## src/rtl/vbi_pkg.sv

```systemverilog
package vbi_pkg;

  typedef enum logic [1:0] {
    MODE_THRU   = 2'b00,
    MODE_BYPASS = 2'b01,
    MODE_SMPTE  = 2'b10,
    MODE_RSVD   = 2'b11
  } vbiMode_e;

  // control -> datapath strobes
  typedef struct packed {
    logic blankNow;   // replace the word leaving the pipeline
    logic chromaNow;  // that word sits on a chroma position
  } vbiStrobe_t;

  // sync sequence length sets the look-ahead depth
  localparam int TRS_LEN = 4;

endpackage

```

## src/rtl/vbi_ctrl.sv

```systemverilog
module vbi_ctrl
  import vbi_pkg::*;
#(
  parameter int WIDTH = 10,
  parameter int DEPTH = TRS_LEN
) (
  input  logic             clk,
  input  logic             rstN,
  input  logic             blankN,
  input  logic [1:0]       modeSel,
  input  logic [WIDTH-1:0] tap0,
  input  logic [WIDTH-1:0] tap1,
  input  logic [WIDTH-1:0] tap2,
  output vbiStrobe_t       strobe
);

  localparam logic [WIDTH-1:0] SYNC_ONES  = {WIDTH{1'b1}};
  localparam logic [WIDTH-1:0] SYNC_ZEROS = '0;

  logic             trsHit;
  logic             wantBlank;
  logic [DEPTH-1:0] protQ;
  logic [DEPTH-1:0] xyzQ;
  logic [DEPTH-1:0] enQ;
  logic [DEPTH-1:0] validQ;
  logic             phaseQ;

  // the three newest stored words open a sequence; the incoming word is XYZ
  assign trsHit = (tap2 == SYNC_ONES) && (tap1 == SYNC_ZEROS) && (tap0 == SYNC_ZEROS);
  assign wantBlank = (modeSel == MODE_SMPTE) && !blankN;

  always_ff @(posedge clk or negedge rstN) begin
    if (!rstN) begin
      protQ  <= '0;
      xyzQ   <= '0;
      enQ    <= '0;
      validQ <= '0;
      phaseQ <= 1'b1;
    end else begin
      protQ  <= {protQ[DEPTH-2:0], 1'b0} | {DEPTH{trsHit}};
      xyzQ   <= {xyzQ[DEPTH-2:0], trsHit};
      enQ    <= {enQ[DEPTH-2:0], wantBlank};
      validQ <= {validQ[DEPTH-2:0], 1'b1};
      if (validQ[DEPTH-1]) begin
        phaseQ <= xyzQ[DEPTH-1] ? 1'b1 : ~phaseQ;
      end
    end
  end

  assign strobe.blankNow  = enQ[DEPTH-1] && !protQ[DEPTH-1];
  assign strobe.chromaNow = phaseQ;

endmodule

```

## src/rtl/vbi_datapath.sv

```systemverilog
module vbi_datapath
  import vbi_pkg::*;
#(
  parameter int WIDTH = 10,
  parameter int DEPTH = TRS_LEN
) (
  input  logic             clk,
  input  logic             rstN,
  input  logic [WIDTH-1:0] vidIn,
  input  vbiStrobe_t       strobe,
  output logic [WIDTH-1:0] tap0,
  output logic [WIDTH-1:0] tap1,
  output logic [WIDTH-1:0] tap2,
  output logic [WIDTH-1:0] vidOut
);

  localparam logic [WIDTH-1:0] LEVEL_CHROMA = WIDTH'(1) << (WIDTH - 1);
  localparam logic [WIDTH-1:0] LEVEL_LUMA   = WIDTH'(1) << (WIDTH - 4);

  logic [DEPTH-1:0][WIDTH-1:0] pipe;

  always_ff @(posedge clk or negedge rstN) begin
    if (!rstN) begin
      pipe   <= '0;
      vidOut <= '0;
    end else begin
      pipe   <= {pipe[DEPTH-2:0], vidIn};
      vidOut <= strobe.blankNow ? (strobe.chromaNow ? LEVEL_CHROMA : LEVEL_LUMA)
                                : pipe[DEPTH-1];
    end
  end

  assign tap0 = pipe[0];
  assign tap1 = pipe[1];
  assign tap2 = pipe[2];

endmodule

```

## src/rtl/video_blank_inserter.sv

```systemverilog
module video_blank_inserter
  import vbi_pkg::*;
#(
  parameter int WIDTH = 10
) (
  input  logic             clk,
  input  logic             rstN,
  input  logic [WIDTH-1:0] vidIn,
  input  logic             blankN,
  input  logic [1:0]       modeSel,
  output logic [WIDTH-1:0] vidOut
);

  vbiStrobe_t       strobe;
  logic [WIDTH-1:0] tap0, tap1, tap2;

  vbi_ctrl #(.WIDTH(WIDTH), .DEPTH(TRS_LEN)) u_ctrl (
    .clk(clk), .rstN(rstN), .blankN(blankN), .modeSel(modeSel),
    .tap0(tap0), .tap1(tap1), .tap2(tap2), .strobe(strobe)
  );

  vbi_datapath #(.WIDTH(WIDTH), .DEPTH(TRS_LEN)) u_dp (
    .clk(clk), .rstN(rstN), .vidIn(vidIn), .strobe(strobe),
    .tap0(tap0), .tap1(tap1), .tap2(tap2), .vidOut(vidOut)
  );

endmodule

```

## config.mk

```make
export PLATFORM = sky130hd
export DESIGN_NAME = video_blank_inserter
export DESIGN_NICKNAME = d
export VERILOG_FILES = /design/src/rtl/vbi_pkg.sv /design/src/rtl/vbi_ctrl.sv /design/src/rtl/vbi_datapath.sv /design/src/rtl/video_blank_inserter.sv
export SDC_FILE = /design/constraint.sdc
export NUM_CORES = 1
export LEC_CHECK = 0
export ABC_AREA = 1
export BUFFER_PORTS_ARGS = -buffer_cell sky130_fd_sc_hd__buf_4
export CORE_MARGIN = 2
export CORE_UTILIZATION = 35
export CTS_BUF_LIST = sky130_fd_sc_hd__clkbuf_8
export DETAILED_ROUTE_END_ITERATION = 8
export MAX_ROUTING_LAYER = met4
export PLACE_DENSITY = 0.52
export SLEW_MARGIN = 5
export SYNTH_ARGS = -nofsm -noshare
export SYNTH_HDL_FRONTEND = slang
export SYNTH_SLANG_ARGS = --single-unit
```

## constraint.sdc

```tcl
create_clock -name clk -period 0.85 [get_ports clk]
set_input_delay 0.085 -clock clk [delete_from_list [all_inputs] [get_ports clk]]
set_output_delay 0.085 -clock clk [all_outputs]
set_load 0.005 [all_outputs]
```

### After elaboration in Yosys (flattened, before gate mapping)

Cells that the tools add are included.

| storage, ports and cells | value |
|---|---|
| register bits | 67 |
| bits of input ports | 15 |
| output and inout bits | 10 |
| logic and storage cells | 25 |

| cells by class | value |
|---|---|
| equality and inequality tests | 2 |
| multiplexer cells | 3 |
| bitwise logic cells | 2 |
| reduce and logical (&&, ||, !) cells | 8 |

Operator list:

| kind | number |
|---|---|
| 10-bit logical NOT | 2 |
| 10-bit 2-to-1 mux | 2 |
| 10-bit == test (second input constant) | 1 |
| 1-bit logical AND | 4 |
| 4-bit bitwise OR | 1 |
| 2-bit == test (second input constant) | 1 |
| 1-bit logical NOT | 2 |
| 1-bit 2-to-1 mux | 1 |
| 1-bit NOT | 1 |

### Logic depth before layout (Yosys ltp)

Gate-level depths: netlist (run 1).

| logic depth | value |
|---|---|
| word-level depth | 4 |
| gate-level depth with buffers | 7 |
| mapped depth without buffers | 7 |

### By module

A second synthesis (run 1) with hierarchy kept.

| unflattened totals | value |
|---|---|
| cell total of the unflattened synthesis | 192 |
| area total of the unflattened synthesis | 2,273.4 µm² |

By module, submodules not included:

| module | instances | cells an instance | area an instance (µm²) |
|---|---|---|---|
| vbi_datapath | 1 | 105 | 1,577.8 |
| vbi_ctrl | 1 | 87 | 695.7 |

### Worst setup path after synthesis (run 1)

Ideal clock, no wire load.

| path | value |
|---|---|
| path kind | register -> register |
| start | reg u_ctrl.protQ[3] |
| end | reg u_dp.vidOut[6] |
| data arrival time | 0.756 ns |
| required time | 0.731 ns |
| path slack | -0.025 ns |
| cell stages (with the launch flop) | 4 |
| clock period less this slack | 0.875 ns |
| path through | dfrtp_1 nor2_4 nand2_1 o21a_1 |

| between the ends | value |
|---|---|
| word-level cells in the longest chain between the ends | 3 |

RTL lines:

| what | RTL line | source |
|---|---|---|
| start: declaration | vbi_ctrl.sv:22 | `logic [DEPTH-1:0] protQ;` |
| start signal: assignment | vbi_ctrl.sv:40 | `protQ <= {protQ[DEPTH-2:0], 1'b0} \| {DEPTH{trsHit}};` |
| 1-bit logical NOT | vbi_ctrl.sv:50 | `assign strobe.blankNow = enQ[DEPTH-1] && !protQ[DEPTH-1];` |
| 1-bit logical AND | vbi_ctrl.sv:50 |  |
| 10-bit 2-to-1 mux | vbi_datapath.sv:28 | `vidOut <= strobe.blankNow ? (strobe.chromaNow ? LEVEL_CHROMA : LEVEL_LUMA)` |
| end signal: assignment | vbi_datapath.sv:28 |  |
| end: declaration | vbi_datapath.sv:14 | `output logic [WIDTH-1:0] vidOut` |

No other way between the ends.
A chain may end at the register's enable or synchronous reset.

### Worst setup path in the final report (run 1)

| path | value |
|---|---|
| start | reg u_dp.pipe (netlist bit u_dp.tap1[6]) |
| end | reg u_ctrl.protQ[0] |

| between the ends | value |
|---|---|
| word-level cells in the longest chain between the ends | 4 |

RTL lines:

| what | RTL line | source |
|---|---|---|
| start: declaration | vbi_datapath.sv:20 | `logic [DEPTH-1:0][WIDTH-1:0] pipe;` |
| start signal: assignment | vbi_datapath.sv:27 | `pipe <= {pipe[DEPTH-2:0], vidIn};` |
| 10-bit logical NOT | vbi_ctrl.sv:29 | `assign trsHit = (tap2 == SYNC_ONES) && (tap1 == SYNC_ZEROS) && (tap0 == SYNC_ZEROS);` |
| 1-bit logical AND (2 in series) | vbi_ctrl.sv:29 |  |
| via u_ctrl.trsHit | vbi_ctrl.sv:20 | `logic trsHit;` |
| 4-bit bitwise OR | vbi_ctrl.sv:40 |  |

The timed path passes the listed nets, and every way through them passes these cells.

==> reports/metrics.cfg, run 1 <==
[global_route]
grt_max_degree=29
grt_remaining_overflow=0
grt_pass1_wl_um=5310
gr-usage-all-layers_pct=12.0
antenna_found_initial=0
grt_pass1_vias=1279

[yosys]
yosysWarningCount=0
synth_area_um2=2050
yosys.area.top_type=dfrtp_1
syn_nets=177
ys_types=12
syn_inst=162
synth_top_area_share_pct=79.3
synth_area_leaders=dfrtp_1 (79%), inv_1 (5.9%), nand2_1 (4.8%), nor2_1 (4.4%), nand4_1 (1.8%)
synth_area_per_cell_um2=12.7
synth_seq_cells=66
seq_area_frac_synth_pct=80.6

[power]
peakVddDrop_uv=929
leakage_nw=1.42
combPwrFrac_pct=6.4
p_sw_share_pct=19.9
switchingPower_mw=1.26
power_frac_seq_pct=53.1
clockPowerShare_pct=40.5
p_total_mw=6.36
p_int_mw=5.10
power_density_nw_per_um2=2220

[timing]
rsz0062_at_grt=yes
finalCriticalPeriod_ns=1.02
setup_viol=14
finalHoldViolations=0
fmax_mhz=977
drv_slew=0
finalSetupTns_ns=-0.986
period_share_pct=120
setup_ws_ns=-0.174
clock_skew_ns=0.00505

[layout]
fillers=506
fin_util_pct=51.4
syn2layout_area_growth_pct=39.7
layout-drive-gt1-share_pct=33.0
insertedDiodeCount=0
final_nets=238

[die]
die_w_um=80.5
num_rows=27
ios=25
dieHeight_um=80.5
initial_core_util_pct=36.8
core_um2=5570
dieArea_um2=6490

[detailed_routing]
post_drt_wl_per_cell_um=9.89
via_per_inst=4.07
drc_errors=0
dr.pass1.iters=4
antenna_left=0
via_count=1218
drt_wl_total_um=2960
drtIter0Drc=50

[critical_path]
worst-endpoint-arrival_ns=1.27
critPathTopFamily=flip-flops
worstSetupPathType=reg2reg
crit_fanout=2
crit_top_cell=nor2_1
endpoint_kind=flip-flop
crit_path_top_delay_cell=dfrtp_1
path_cells=inv_2 -> buf_4 -> nand4_1 -> nor2_1 -> nand2_1 -> nor2_1
slowest_delay_ns=0.40
cp-start-kind=flip-flop
required_ns=1.10
cp_num_buf_inv=2

[clocking]
htree_num_levels=3
clk_latency_ns=0.33
clock-root-buffer=clkbuf_8
path_clk_slew_ns=0.06
tritoncts=built
numCtsBuffers=9
cts_buffer_depth=2
clkSinkCount=66

[run]
maxCapViolCount=0

[outcome]
outcome=finished, violations left
violations=setup timing

[place]
dp.final_hpwl_um=2020
gp_congestion=0.823
io_buffer_count=24

[worst_hold_path]
hold_path.class=in2async

Yosys cell counts:
library cell	number
nand2_1	26
conb_1	1
o21ai_0	3
nor2_4	1
inv_1	32
nor3b_1	1
dfstp_2	1
nor2_1	24
nand3b_1	1
nand4_1	6
dfrtp_1	65
o21a_1	1
metrics by stage:
step | instance area [um^2] | hold slack [ns] | setup WS [ns] | std cells
floorplan | 2050 | -0.211 | -0.00778 | 162
global route | 2860 | 0.130 | -0.279 | 299
finish | 2860 | 0.151 | -0.174 | 299
CTS | 2790 | 0.128 | -0.131 | 294
global placement | 2380 | -0.0508 | -0.124 | 263
detailed placement | 2380 | -0.0446 | -0.136 | 263
final timing paths:
path	to	slack, ns	startpoint	cells past startpoint
worst max-delay path	u_ctrl.protQ[0]$_DFF_PN0_	-0.17	u_dp.tap1[6]$_DFF_PN0_	6
worst min-delay path	u_dp.vidOut[6]$_DFF_PN0_	0.15	rstN	2
worst max register to register	u_ctrl.protQ[0]$_DFF_PN0_	-0.17	u_dp.tap1[6]$_DFF_PN0_	6
worst min register to register	u_ctrl.validQ[1]$_DFF_PN0_	0.35	u_ctrl.validQ[0]$_DFF_PN0_	0
max in group asynchronous	u_dp.tap1[3]$_DFF_PN0_	0.31	rstN	3
min in group clk	u_ctrl.validQ[1]$_DFF_PN0_	0.35	u_ctrl.validQ[0]$_DFF_PN0_	0
layout make-up:
class / count / area, um^2 / area share [%]
Clock inverter: 3 / 38.8 / 1.35
Sequential cell: 66 / 1650 / 57.7
Multi-Input combinational cell: 64 / 317 / 11.1
Timing Repair Buffer: 50 / 480 / 16.8
Inverter: 32 / 120 / 4.19
Tap cell: 72 / 90.1 / 3.15
Clock buffer: 12 / 165 / 5.77
worst register-to-register path, cell delays in order, from the launching register on:
cell and delay [ns]:
dfrtp_1 0.40, inv_2 0.08, buf_4 0.10, nand4_1 0.09
nor2_1 0.12, nand2_1 0.06, nor2_1 0.11
what timing repair did:
action / in CTS / in global routing
endpoints found under the hold margin: 77 / 0
gates resized for setup: 18 / 20
buffers inserted: 2 / 5
hold buffers: 14 / 0
pin swaps: 8 / 10
setup endpoints to repair: 20 / 22
cell usage in the layout, fill, tap and decap left out, drive strengths merged:
cell type	instances
buf	36
clkbuf	12
nor3b	1
inv	33
nand3b	1
dlygate4sd3	14
nor2	25
o21a	1
bufinv	1
clkinv	1
conb	1
nand4	6
o21ai	3
nand2	26
dfstp	1
dfrtp	65
cells by family (layout without fill, tap and decap cells):
logic type	count (synthesis)	in the layout	share of synthesized area [%]
other	1	1	0.183
and+or+nand+nor	59	59	12.3
AOI/OAI and AO/OA	4	4	1.10
buffers and inverters	32	97	5.86
DFF	66	66	80.6
per-layer routing:
layer  global-route usage, %  vias up  wire, um
met1                    11.1      576      1140
met2                    18.7       36      1580
met5                       -        -         0
li1                        -      598         -
met4                    7.46        0        64
met3                    7.53        8       173
sequential cells by signal, summed over array words and instances, names as in the netlist:
signal,flops
u_dp.pipe,10
u_dp.tap0,10
u_dp.tap1,10
u_dp.tap2,10
u_dp.vidOut,10
u_ctrl.enQ,4
u_ctrl.protQ,4
u_ctrl.validQ,4
u_ctrl.xyzQ,3
u_ctrl.phaseQ,1
power groups by stage:
stage	Clock (mW)	Combinational [mW]	Sequential (mW)
final	2.57	0.410	3.38
after global placement	0	0.291	3.42
after global routing	2.84	0.465	3.39
after CTS	2.70	0.382	3.37
after detailed placement	0	0.299	3.42
after floorplan	0	0.0872	3.41
(Power assumes the default switching activity.)
==> inputs of run 2 (changes only) <==
RECOVER_POWER = 50   (was default)
==> reports/metrics.cfg, run 2 (synthesis gave the netlist of run 1 again) <==
[die]
core_um2=5570  ; unchanged
ios=25  ; unchanged
initial_core_util_pct=36.8  ; unchanged
dieHeight_um=80.5  ; unchanged
num_rows=27  ; unchanged
dieArea_um2=6490  ; unchanged
die_w_um=80.5  ; unchanged

[clocking]
tritoncts=built
htree_num_levels=3  ; unchanged
path_clk_slew_ns=0.06  ; about the same
clkSinkCount=66  ; unchanged
cts_buffer_depth=2  ; unchanged
clk_latency_ns=0.33  ; about the same
clock-root-buffer=clkbuf_8
numCtsBuffers=9  ; unchanged

[detailed_routing]
antenna_left=0  ; unchanged
post_drt_wl_per_cell_um=9.83  ; -0.61%
dr.pass1.iters=4  ; unchanged
via_per_inst=4.07  ; -0.16%
drc_errors=0  ; unchanged
via_count=1216  ; -0.16%
drt_wl_total_um=2940  ; -0.61%
drtIter0Drc=56  ; +12%

[critical_path]
cp-start-kind=flip-flop
worstSetupPathType=reg2reg
endpoint_kind=flip-flop
path_cells=inv_2 -> buf_4 -> nand4_1 -> nor2_1 -> nand2_1 -> nor2_1
slowest_delay_ns=0.40  ; about the same
crit_top_cell=nor2_1
crit_path_top_delay_cell=dfrtp_1
worst-endpoint-arrival_ns=1.27  ; about the same
crit_fanout=2  ; unchanged
required_ns=1.10  ; about the same

[timing]
setup_viol=14  ; unchanged
finalCriticalPeriod_ns=1.02  ; +0.0000500 ns
fin_hold_ws_ns=0.203  ; +0.0522 ns
setup_ws_ns=-0.174  ; -0.0000500 ns
period_share_pct=120  ; about the same
drv_slew=0  ; unchanged
finalHoldViolations=0  ; unchanged
rsz0062_at_grt=yes
fmax_mhz=977  ; about the same
clock_skew_ns=0.00483  ; -0.000227 ns

[global_route]
grt_pass1_wl_um=5310  ; unchanged
gr-usage-all-layers_pct=12.0  ; unchanged
grt_max_degree=29  ; unchanged
grt_remaining_overflow=0  ; unchanged
grt_pass1_vias=1279  ; unchanged
antenna_found_initial=0  ; unchanged

[layout]
layout_common_cells=dfrtp_1 (65), inv_1 (23), nand2_1 (22)
syn2layout_area_growth_pct=39.1
final_nets=238  ; unchanged
postLayoutCellArea_um2=2850  ; -0.39%
layout-drive-gt1-share_pct=33.0  ; unchanged
fillers=508  ; +0.40%
insertedDiodeCount=0  ; unchanged
layout_commonest_cell=dfrtp_1

[outcome]
violations=setup timing
outcome=finished, violations left

[power]
leakage_nw=1.41  ; -0.43%
power_density_nw_per_um2=2230  ; +0.24%
peakVddDrop_uv=929  ; about the same
p_total_mw=6.35  ; -0.15%

[worst_hold_path]
hold_path.class=in2async

[place]
dpl-instance-area_um2=2380  ; unchanged
dp.final_hpwl_um=2020  ; unchanged
place_ws_ns=-0.136  ; unchanged
gp_congestion=0.823  ; unchanged
io_buffer_count=24  ; unchanged

[run]
maxCapViolCount=0  ; unchanged

-- run 2: cell count changes in the layout (fill, tap and decap cells not counted), sizes merged --
cell    previous run  this run
buf               36        25
clkbuf            12        23
-- run 2: worst paths after layout --
path / from / to / slack [ns] / depth (start not counted)
max in group asynchronous: rstN / u_dp.tap1[0]$_DFF_PN0_ / 0.10 / 3
worst min register to register: u_ctrl.validQ[0]$_DFF_PN0_ / u_ctrl.validQ[1]$_DFF_PN0_ / 0.35 / 0
worst max-delay path: u_dp.tap1[6]$_DFF_PN0_ / u_ctrl.protQ[0]$_DFF_PN0_ / -0.17 / 6
min in group clk: u_ctrl.validQ[0]$_DFF_PN0_ / u_ctrl.validQ[1]$_DFF_PN0_ / 0.35 / 0
worst max register to register: u_dp.tap1[6]$_DFF_PN0_ / u_ctrl.protQ[0]$_DFF_PN0_ / -0.17 / 6
worst min-delay path: rstN / u_ctrl.xyzQ[3]$_DFF_PN0_ / 0.20 / 2
-- run 2: cell type report --
type	count	area (um^2)	share of cell area [%]
clock buffers	12	165	5.79
clock inverters	3	38.8	1.36
inverters	32	120	4.21
multi-input cells	64	317	11.1
flip-flops and latches	66	1650	57.9
well taps	72	90.1	3.16
repair buffers	50	469	16.4
-- run 2: what timing repair did --
| action | CTS | global route |
|---|---|---|
| endpoints found under the setup margin | 20 | 22 |
| setup buffers | 2 | 5 |
| resized for setup | 18 | 20 |
| hold endpoints to repair | 77 | 0 |
| pin swaps | 8 | 10 |
| hold buffers | 14 | 0 |
-- run 2: critical path, delay by kind of cell, from the launching register on --
kind | cells | cell delay (ns)
AND/OR/NAND/NOR | 4 | 0.38
flip-flops | 1 | 0.40
buffers and inverters | 2 | 0.18
-- run 2: power breakdown --
group          switching (mW)  internal (mW)
logic                   0.172          0.227
registers              0.0772           3.30
clock network            1.01           1.56
total                    1.26           5.09
-- run 2: metrics by stage --
stage	setup TNS (ns)	util, %	std cells
floorplan	-0.0239	-	162
global placement	-0.431	42.8	263
detailed placement	-0.488	42.8	263
CTS	-1.35	50.0	294
global route	-2.29	51.2	299
finish	-0.985	51.2	299
-- run 2: layer usage --
layer	vias up	part of all wire, %	global-route usage [%]
li1	598	-	-
met1	574	39	11.1
met2	36	53	18.7
met3	8	6.0	7.53
met4	0	2.2	7.46
met5	-	0	-
==> inputs of run 3 (changes only) <==
ABC_AREA = 0   (was 1)
CORE_UTILIZATION = 58   (was 35)
PLACE_DENSITY = 0.77   (was 0.52)
clock period = 1.05 ns   (was 0.85 ns; I/O delays follow)
==> reports/metrics.cfg, run 3 <==
[worst_hold_path]
whs_path_depth=2
hp-start=modeSel[1]
hold_path.class=in2reg
whs_endpoint=u_ctrl.enQ[0]$_DFF_PN0_

[layout]
layout_common_cells=dfrtp_1 (65), buf_4 (15), dlygate4sd3_1 (13)
layout-drive-gt1-share_pct=29.7  ; -3.4 points
final_nets=165  ; -31%
postLayoutCellArea_um2=2460  ; -14%
layout_commonest_cell=dfrtp_1
insertedDiodeCount=0  ; unchanged
syn2layout_area_growth_pct=32.3
fillers=163  ; -68%
fin_util_pct=80.7  ; +29 points

[detailed_routing]
drc_errors=0  ; unchanged
drt_wl_total_um=2490  ; -15%
drtIter0Drc=9  ; -84%
via_count=920  ; -24%
dr.pass1.iters=4  ; unchanged
post_drt_wl_per_cell_um=12.5  ; +27%
via_per_inst=4.62  ; +14%
antenna_left=0  ; unchanged

[die]
dieArea_um2=3680  ; -43%
initial_core_util_pct=61.0  ; +24 points
core_um2=3050  ; -45%
num_rows=20  ; -26%
ios=25  ; unchanged
dieHeight_um=60.7  ; -25%
die_w_um=60.7  ; -25%

[power]
combPwrFrac_pct=4.7  ; -1.6 points
power_frac_seq_pct=57.1  ; +3.9 points
peakVddDrop_uv=1570  ; +69%
p_sw_share_pct=19.7  ; -0.12 points
p_int_mw=3.83  ; -25%
leakage_nw=1.16  ; -18%
p_total_mw=4.77  ; -25%
power_density_nw_per_um2=1940  ; -13%
clockPowerShare_pct=38.2  ; -2.3 points
switchingPower_mw=0.942  ; -25%

[yosys]
synth_edf_count=0  ; unchanged
syn_inst=99  ; -39%
synth.most_common_cell=dfrtp_1
synth_seq_cells=66  ; unchanged
synth_ff_type=dfrtp_1
synth_area_leaders=dfrtp_1 (87%), and2_1 (2.7%), dfstp_2 (1.4%), o21bai_1 (1.2%), nor4_1 (1.0%)
seq_area_frac_synth_pct=88.8  ; +8.2 points
yosys.area.top_type=dfrtp_1
yosysWarningCount=0  ; unchanged
synth_area_um2=1860  ; -9.2%
ys_types=19  ; +7
synth_area_per_cell_um2=18.8  ; +49%
synth_top_area_share_pct=87.4  ; +8.0 points
syn_nets=114  ; -36%
synthArstFlopShare_pct=100  ; unchanged
netlist_top_cells_count=dfrtp_1 (65), and2_1 (8), nor2_1 (4)

[critical_path]
endpoint_kind=flip-flop
worstSetupPathType=reg2reg
regToRegEndpoint=u_ctrl.protQ[2]$_DFF_PN0_
crit_fanout=4  ; +2
cp.depth=3  ; -3
crit_path_top_delay_cell=or4_4
worst-endpoint-arrival_ns=1.95  ; +0.68 ns
worst_r2r_path_depth=3  ; -3
cp-start-kind=flip-flop
required_ns=1.29  ; +0.19 ns
r2r-start=u_dp.tap1[1]$_DFF_PN0_
cp_num_buf_inv=0  ; -2
path_cells=or4_4 -> or4_4 -> o21bai_1
crit_start=u_dp.tap1[1]$_DFF_PN0_
crit_top_cell=or4_4
r2r_slack_ns=-0.66  ; -0.49 ns
critPathTopFamily=simple AND/OR/NAND/NOR gates
slowest_delay_ns=0.54  ; +0.14 ns

[global_route]
grt_max_degree=27  ; -6.9%
grt_pass1_vias=1019  ; -20%
antenna_found_initial=0  ; unchanged
gr-usage-all-layers_pct=18.5  ; +6.5 points
grt_remaining_overflow=0  ; unchanged
grt_pass1_wl_um=4310  ; -19%

[clocking]
clock-root-buffer=clkbuf_8
tritoncts=built
clk_latency_ns=0.32  ; about the same
htree_num_levels=3  ; unchanged
path_clk_slew_ns=0.06  ; about the same
cts_buffer_depth=2  ; unchanged
numCtsBuffers=9  ; unchanged
clkSinkCount=66  ; unchanged

[timing]
worstMarginPinSlew_ns=0.579
finalCriticalPeriod_ns=1.71  ; +0.687 ns
clock_skew_ns=0.00569  ; +0.000866 ns
setup_ws_ns=-0.661  ; -0.487 ns
fmax_mhz=585  ; -40%
setup_viol=4  ; -10
finalSetupTns_ns=-2.55  ; -1.57 ns
slew_headroom_pct=61.4
rsz0062_at_grt=yes
finalHoldViolations=0  ; unchanged
period_share_pct=163  ; +42 points
drv_slew=0  ; unchanged

[place]
gp_congestion=0.748  ; -9.2%
dp.final_hpwl_um=1480  ; -27%
io_buffer_count=24  ; unchanged
dpl-instance-area_um2=2150  ; -9.9%
place_ws_ns=-0.637  ; -0.501 ns

[run]
maxCapViolCount=0  ; unchanged

[outcome]
outcome=finished, violations left
violations=setup timing

## run 3: changes by cell type in the layout (fill, tap and decap cells not counted), sizes merged, moves of 4 or more
cell	before	now
and2	0	8
buf	25	17
nor2	25	4
nand4	6	2
nand2	26	2
inv	33	3
## run 3: kinds of logic (layout without fill, tap and decap cells)
| kind of cell | Yosys count | in the layout | share of synthesized area [%] |
|---|---|---|---|
| muxes | 2 | 2 | 1.14 |
| DFF | 66 | 66 | 88.8 |
| other | 1 | 1 | 0.201 |
| AOI/OAI and AO/OA | 3 | 3 | 1.21 |
| buffers and inverters | 2 | 58 | 0.403 |
| and+or+nand+nor | 25 | 25 | 8.27 |
## run 3: what timing repair did
item                                    CTS  global route
endpoints found under the hold margin    77             0
gates resized for setup                   0             1
endpoints found under the setup margin    4             4
buffers inserted                          0             0
pin swaps                                 0             1
hold buffers                             13             0
## run 3: area by class of cell
class / count / area (um^2) / share of cell area [%]
clock inverter: 4 / 17.5 / 0.711
tap: 44 / 55.1 / 2.24
multi-input combinational: 31 / 205 / 8.33
clock buffer: 12 / 165 / 6.71
sequential: 66 / 1650 / 67.1
timing repair buffer: 41 / 363 / 14.7
inverter: 1 / 3.75 / 0.152
## run 3: per-stage QoR
stage	instances	hold WS, ns
2_1_floorplan	99	-0.191
3_3_place_gp	170	0.00689
3_5_place_dp	170	0.0131
4_1_cts	199	0.0410
5_1_grt	199	0.0328
6_report	199	0.0567
## run 3: how the worst max path moves through the flow
stage | endpoint | slack [ns]
detailed placement | u_ctrl.protQ[1]$_DFF_PN0_ | -0.64
floorplan | u_ctrl.protQ[1]$_DFF_PN0_ | -0.53
CTS | u_ctrl.protQ[1]$_DFF_PN0_ | -0.66
global placement | u_ctrl.protQ[3]$_DFF_PN0_ | -0.57
finish | u_ctrl.protQ[2]$_DFF_PN0_ | -0.66
global route | u_ctrl.protQ[2]$_DFF_PN0_ | -0.70
## run 3: layer usage
metal	share of wire, %	track usage, %	vias up
met2	54	30.4	30
met4	1.5	7.45	0
met3	5.8	9.81	5
met5	0	-	-
li1	-	-	432
met1	39	18.4	453
## run 3: worst reg2reg max path, stage by stage (launching register included)
cell and delay, ns:
dfrtp_1 0.38, or4_4 0.53, or4_4 0.55, o21bai_1 0.18
## run 3: power by group through the flow
stage,Clock [mW],Combinational (mW),Sequential [mW]
final,1.82,0.225,2.72
after global routing,1.99,0.253,2.74
after detailed placement,0,0.194,2.77
after floorplan,0,0.0373,2.76
after global placement,0,0.187,2.76
after CTS,1.86,0.233,2.73
